<file path="src/rtl/rx_pkg.sv">
package rx_pkg;
  localparam int unsigned OVS      = 16;
  localparam int unsigned PRE_DIV  = 8;
  localparam int unsigned SMP_A    = 7;
  localparam int unsigned SMP_B    = 8;
  localparam int unsigned SMP_C    = 9;

  typedef enum logic [1:0] {
    ST_IDLE  = 2'd0,
    ST_START = 2'd1,
    ST_DATA  = 2'd2,
    ST_STOP  = 2'd3
  } rx_state_e;
endpackage

</file>
<file path="src/rtl/rx_rate_gen.sv">
module rx_rate_gen #(
  parameter int unsigned DIV_W   = 8,
  parameter int unsigned PRE_DIV = rx_pkg::PRE_DIV
) (
  input  logic             clk_i,
  input  logic             rst_ni,
  input  logic [DIV_W-1:0] div_n_i,
  input  logic             src_sel_i,
  output logic             tick_o
);
  localparam int unsigned PW = $clog2(PRE_DIV);

  logic [PW-1:0]    pre_cnt;
  logic [DIV_W-1:0] div_cnt;
  logic [DIV_W-1:0] div_q;
  logic             sel_q;
  logic             restart;
  logic             src_en;

  assign restart = (div_n_i != div_q) || (src_sel_i != sel_q);
  assign src_en  = src_sel_i ? (pre_cnt == PW'(PRE_DIV - 1)) : 1'b1;

  always_ff @(posedge clk_i or negedge rst_ni) begin
    if (!rst_ni) begin
      pre_cnt <= '0;
      div_cnt <= '0;
      div_q   <= '0;
      sel_q   <= 1'b0;
      tick_o  <= 1'b0;
    end else begin
      div_q <= div_n_i;
      sel_q <= src_sel_i;
      if (restart) begin
        pre_cnt <= '0;
        div_cnt <= '0;
        tick_o  <= 1'b0;
      end else begin
        pre_cnt <= (pre_cnt == PW'(PRE_DIV - 1)) ? '0 : pre_cnt + 1'b1;
        tick_o  <= 1'b0;
        if (src_en) begin
          if (div_cnt == div_n_i) begin
            div_cnt <= '0;
            tick_o  <= 1'b1;
          end else begin
            div_cnt <= div_cnt + 1'b1;
          end
        end
      end
    end
  end
endmodule

</file>
<file path="src/rtl/rx_sync.sv">
module rx_sync #(
  parameter int unsigned STAGES = 2
) (
  input  logic clk_i,
  input  logic rst_ni,
  input  logic d_i,
  output logic q_o
);
  logic [STAGES-1:0] pipe;

  always_ff @(posedge clk_i or negedge rst_ni) begin
    if (!rst_ni) pipe <= '1;
    else         pipe <= {pipe[STAGES-2:0], d_i};
  end

  assign q_o = pipe[STAGES-1];
endmodule

</file>
<file path="src/rtl/rx_frame_fsm.sv">
module rx_frame_fsm
  import rx_pkg::*;
#(
  parameter int unsigned DW = 8
) (
  input  logic          clk_i,
  input  logic          rst_ni,
  input  logic          en_i,
  input  logic          tick_i,
  input  logic          rxd_i,
  output logic          done_o,
  output logic          stop_ok_o,
  output logic [DW-1:0] data_o
);
  localparam int unsigned TW = $clog2(OVS);
  localparam int unsigned BW = $clog2(DW);

  rx_state_e     st;
  logic [TW-1:0] tcnt;
  logic [BW-1:0] bcnt;
  logic [1:0]    smp;
  logic          rxd_q;
  logic          maj;

  // 2-of-3 vote; third sample is the live line at the last sample tick
  assign maj = (smp[0] & smp[1]) | (smp[0] & rxd_i) | (smp[1] & rxd_i);

  always_ff @(posedge clk_i or negedge rst_ni) begin
    if (!rst_ni) begin
      st        <= ST_IDLE;
      tcnt      <= '0;
      bcnt      <= '0;
      smp       <= '0;
      rxd_q     <= 1'b1;
      done_o    <= 1'b0;
      stop_ok_o <= 1'b0;
      data_o    <= '0;
    end else begin
      rxd_q  <= rxd_i;
      done_o <= 1'b0;
      if (!en_i) begin
        st <= ST_IDLE;
      end else if (st == ST_IDLE) begin
        if (rxd_q && !rxd_i) begin
          st   <= ST_START;
          tcnt <= '0;
        end
      end else if (tick_i) begin
        tcnt <= tcnt + 1'b1;
        if (tcnt == TW'(SMP_A)) smp[0] <= rxd_i;
        if (tcnt == TW'(SMP_B)) smp[1] <= rxd_i;
        if (tcnt == TW'(SMP_C)) begin
          unique case (st)
            ST_START: if (maj) st <= ST_IDLE;
            ST_DATA:  data_o <= {maj, data_o[DW-1:1]};
            ST_STOP: begin
              done_o    <= 1'b1;
              stop_ok_o <= maj;
              st        <= ST_IDLE;
            end
            default: ;
          endcase
        end
        if (tcnt == TW'(OVS - 1)) begin
          if (st == ST_START) begin
            st   <= ST_DATA;
            bcnt <= '0;
          end else if (st == ST_DATA) begin
            bcnt <= bcnt + 1'b1;
            if (bcnt == BW'(DW - 1)) st <= ST_STOP;
          end
        end
      end
    end
  end
endmodule

</file>
<file path="src/rtl/async_rx.sv">
module async_rx #(
  parameter int unsigned DW    = 8,
  parameter int unsigned DIV_W = 8
) (
  input  logic             clk_i,
  input  logic             rst_ni,
  input  logic             rx_en_i,
  input  logic [DIV_W-1:0] div_n_i,
  input  logic             src_sel_i,
  input  logic             rxd_i,
  input  logic             buf_rd_i,
  input  logic             irq_ack_i,
  input  logic             irq_clr_i,
  output logic [DW-1:0]    rx_data_o,
  output logic             rx_done_o,
  output logic             irq_o,
  output logic             frame_err_o,
  output logic             overrun_o,
  output logic             rts_o
);
  logic          tick;
  logic          rxd_s;
  logic          frm_done;
  logic          stop_ok;
  logic [DW-1:0] shreg;
  logic          full;

  rx_rate_gen #(.DIV_W(DIV_W)) u_rate (
    .clk_i    (clk_i),
    .rst_ni   (rst_ni),
    .div_n_i  (div_n_i),
    .src_sel_i(src_sel_i),
    .tick_o   (tick)
  );

  rx_sync #(.STAGES(2)) u_sync (
    .clk_i (clk_i),
    .rst_ni(rst_ni),
    .d_i   (rxd_i),
    .q_o   (rxd_s)
  );

  rx_frame_fsm #(.DW(DW)) u_fsm (
    .clk_i    (clk_i),
    .rst_ni   (rst_ni),
    .en_i     (rx_en_i),
    .tick_i   (tick),
    .rxd_i    (rxd_s),
    .done_o   (frm_done),
    .stop_ok_o(stop_ok),
    .data_o   (shreg)
  );

  // a read in the same cycle frees the buffer for the incoming byte
  assign full = rx_done_o && !buf_rd_i;

  always_ff @(posedge clk_i or negedge rst_ni) begin
    if (!rst_ni) begin
      rx_data_o   <= '0;
      rx_done_o   <= 1'b0;
      frame_err_o <= 1'b0;
      overrun_o   <= 1'b0;
      irq_o       <= 1'b0;
    end else begin
      if (frm_done && full) begin
        overrun_o <= 1'b1;
      end else if (frm_done) begin
        rx_data_o   <= shreg;
        rx_done_o   <= 1'b1;
        frame_err_o <= !stop_ok;
        overrun_o   <= 1'b0;
      end else if (buf_rd_i) begin
        rx_done_o   <= 1'b0;
        frame_err_o <= 1'b0;
        overrun_o   <= 1'b0;
      end

      if (frm_done && !full)        irq_o <= 1'b1;
      else if (irq_ack_i || irq_clr_i) irq_o <= 1'b0;
    end
  end

  assign rts_o = !(rx_en_i && !rx_done_o);
endmodule

</file>
<file path="config.mk">
export PLATFORM = sky130hd
export DESIGN_NAME = async_rx
export DESIGN_NICKNAME = d
export VERILOG_FILES = /design/src/rtl/rx_pkg.sv /design/src/rtl/rx_rate_gen.sv /design/src/rtl/rx_sync.sv /design/src/rtl/rx_frame_fsm.sv /design/src/rtl/async_rx.sv
export SDC_FILE = /design/constraint.sdc
export NUM_CORES = 1
export LEC_CHECK = 0
export ABC_AREA = 1
export ABC_CLOCK_PERIOD_IN_PS = 2029
export CAP_MARGIN = 20
export CORE_MARGIN = 2
export CORE_UTILIZATION = 45
export DETAILED_ROUTE_END_ITERATION = 6
export PLACE_DENSITY = 0.7
export REMOVE_ABC_BUFFERS = 1
export SYNTH_ARGS = -nofsm -noshare
export SYNTH_HDL_FRONTEND = slang
export SYNTH_SLANG_ARGS = --single-unit
</file>
<file path="constraint.sdc">
create_clock -name clk_i -period 2.03 [get_ports clk_i]
set_input_delay 0.203 -clock clk_i [delete_from_list [all_inputs] [get_ports clk_i]]
set_output_delay 0.203 -clock clk_i [all_outputs]
set_load 0.01 [all_outputs]
</file>
==> results.md <==
* Outcome: finished, final reports clean
* Seq/Total Area, Yosys at 49.5%
* Synthesized cell area at 2890 um^2
* CP Max Fanout at 4
* Total Routed Length at 5.38 mm
* Antenna Nets Post-Route at 0
* Final setup fails at 0
* Vias at 2201
* Clock power share at 45.2%
* Pins over their slew limit at 0
* VDD IR max at 0.312 mV
* M2 GR Usage at 27.8%
* RSZ-0062 raised after global routing: false
* WP data required at 1.83 ns
* Clock Latency Late Sink at 0.34 ns
* DR iter-0 viols at 77
* Top_reg_cell synth: dfrtp_1
* Worst Path Class, Setup: input pin to output port
* Slew @ Worst Pin at 0.593 ns
* Yosys Warn Count at 0
* Max Cap Viol at 0
* Total grt overflow at 0
* Cell taking the most area after synthesis: dfrtp_1
* Area of placed instances at 3270 um^2
* H-tree levels at 3
* First-pass GRT wire length at 9.74 mm
* Worst R2R Path Depth at 9
* Initial Util at 46.0%
* Dpl hpwl at 3.91 mm
* Global routing usage on met3 at 6.49%
* IO buf count at 28
* # rows at 29
* Fmax at 562 MHz
* Routed vias/inst at 4.78
* Setup bufs post-CTS at 0
* Register-to-register setup slack at 0.32 ns
* Switching share of total power at 24.7%
* Fill cell count at 571
* HP Start: rxd_i
* GR peak layer: met2
* Pleak at 1.75 nW
* Clock sinks at 57
* Detailed Routing Iterations Pass 1 at 4
* Hold Fails Final Rpt at 0
* Flop pwr share at 48.0%
* Layout cells sized above 1 at 15.1%
* Setup_tns at 0 ns
* Post-synthesis register bit count at 57
* Max-slew headroom at 60.4%
* WHS Path Cells at 1
* Most frequent cells after synthesis: nand2_1 (90), dfrtp_1 (54), inv_1 (51)
* Critical Path End Type: output port
* Async SR Flop Fraction at 100%
* Max clock buf depth at 2
* Worst setup SP type: input pin
* Core Region at 6280 um^2
* Largest net degree at the start of global routing at 34
* Yosys cell types at 35
* Mean Syn Cell Area at 8.55 um^2
* Reg-to-Reg End: u_fsm.tcnt[2]
* Die Ht at 84.1 um
* Final Cell Area at 3490 um^2
* Fin crit share at 87.6%
* Die width at 84.1 um
* TritonCTS clock tree: yes
* I/O pin count at 29
* Most frequent cell after synthesis: nand2_1
* Mapped Cells at 338
* Global Route met1 Usage at 21.5%
* N_diodes at 0
* Drt wl/cell at 11.7 um
* Antenna violations before repair at 0
* Top cells by area, synth: dfrtp_1 (47%), nand2_1 (12%), inv_1 (6.6%)
* Pwr per Cell Area at 693 nW/um^2
* Vias in the first global route at 2210
* CTS clock-pin slew for the worst setup and hold paths at 0.06 ns
* Nets at 406
* WHS Endpoint: u_sync.pipe[0]
* GRT Total Usage at 17.3%
* Minimum clock period at 1.78 ns
* Hold Path Class: input pin to flip-flop
* CTS root buffer: clkbuf_8
* Die area at 7080 um^2
* Comb power frac at 6.8%
* Post-synth EDFFs at 0
* Area growth, synth to finish at 20.7%
* Worst R2R Start: u_fsm.st[0]
* Num CTS Buffers at 9
* Final Skew at 0.0106 ns
* Routability Congestion at 0.882
* Internal power at 1.82 mW
* Share of the synthesized area in the top cell type at 46.8%
* Arrival time at the worst endpoint at 1.58 ns
* Sw Pwr at 598 uW
* DRC at 0
## kinds of logic (layout without fill, tap and decap cells)
group,Yosys count,count (layout),synth area share (%)
AOI/OAI and AO/OA,31,31,5.71
xor gates and xnor gates,9,9,2.73
and+or+nand+nor,167,167,28.3
buffers and inverters,61,106,8.18
adders and majority gates,12,12,5.19
DFF,57,57,49.5
muxes,1,1,0.390
## critical path: stages
cell and delay, ns:
clkdlybuf4s50_1 0.54, inv_2 0.08, or2_2 0.27, clkdlybuf4s50_1 0.48
## cells in the final DEF (no fill, tap or decap), types with 2 or more instances in the layout
master	Yosys	layout
a21oi_1	3	3
clkbuf_8	0	10
clkdlybuf4s50_1	0	27
clkinvlp_4	0	3
dfrtp_1	54	54
dfstp_2	3	3
ha_1	12	12
inv_1	51	51
inv_2	8	8
nand2_1	90	90
nand2_2	7	7
nand3_1	16	16
nand3_2	2	2
nand4_1	3	3
nor2_1	24	24
nor2_2	4	4
nor2_4	5	5
nor3_1	6	6
o21ai_0	20	20
o21ai_1	3	3
o22ai_1	3	3
xnor2_1	7	7
xor2_1	2	2
## per-stage QoR
step | hold WS, ns | cells | setup slack [ns] | util (%) | power (mW)
finish | 0.278 | 460 | 0.251 | 55.6 | 2.42
global route | 0.260 | 460 | 0.159 | 55.6 | 2.53
CTS | 0.271 | 460 | 0.244 | 55.6 | 2.45
detailed placement | 0.242 | 443 | 0.257 | 52.2 | 1.35
global placement | 0.239 | 443 | 0.258 | 52.2 | 1.34
floorplan | -0.0926 | 336 | 0.607 | - | 1.26
## metal layers
| layer | vias up | wire length, um |
|---|---|---|
| met4 | 0 | 78 |
| met1 | 1017 | 2530 |
| met5 | - | 0 |
| li1 | 1134 | - |
| met3 | 10 | 225 |
| met2 | 40 | 2540 |
## sequential cells by signal (all words and copies together) (netlist names), 3 cells and up
name / count
u_rate.div_cnt: 8
u_fsm.bcnt: 3
u_rate.pre_cnt: 3
u_fsm.tcnt: 4
u_fsm.data_o: 8
rx_data_o: 8
u_rate.div_q: 8
## layout make-up
class | instances | area, um^2 | share of cell area (%)
Sequential cell | 57 | 1430 | 41.0
Clock buffer | 10 | 138 | 3.95
Clock inverter | 6 | 66.3 | 1.90
Tap cell | 77 | 96.3 | 2.76
Timing Repair Buffer | 31 | 313 | 8.97
Multi-Input combinational cell | 220 | 1220 | 35.1
Inverter | 59 | 221 | 6.35
## timing repair
action | 4_1_cts | 5_1_grt
resized for setup | 0 | 0
endpoints found under the setup margin | 0 | 0
hold endpoints to repair | 21 | 0
hold buffers | 1 | 0
## how the worst max path moves through the flow
stage	cells past startpoint	endpoint	slack, ns	startpoint
after floorplan	7	u_fsm.bcnt[0]	0.61	u_fsm.st[0]
after global routing	9	u_fsm.tcnt[2]	0.16	u_fsm.st[0]
after CTS	4	rts_o	0.24	rx_en_i
after detailed placement	4	rts_o	0.26	rx_en_i
final	4	rts_o	0.25	rx_en_i
after global placement	4	rts_o	0.26	rx_en_i
## power by group through the flow
stage               sequential [mW]  clock [mW]  combinational (mW)
finish                         1.16        1.09               0.164
global route                   1.16        1.18               0.187
CTS                            1.16        1.12               0.168
detailed placement             1.18           0               0.165
global placement               1.18           0               0.161
floorplan                      1.18           0              0.0837
Power figures use the tool's default switching activity.
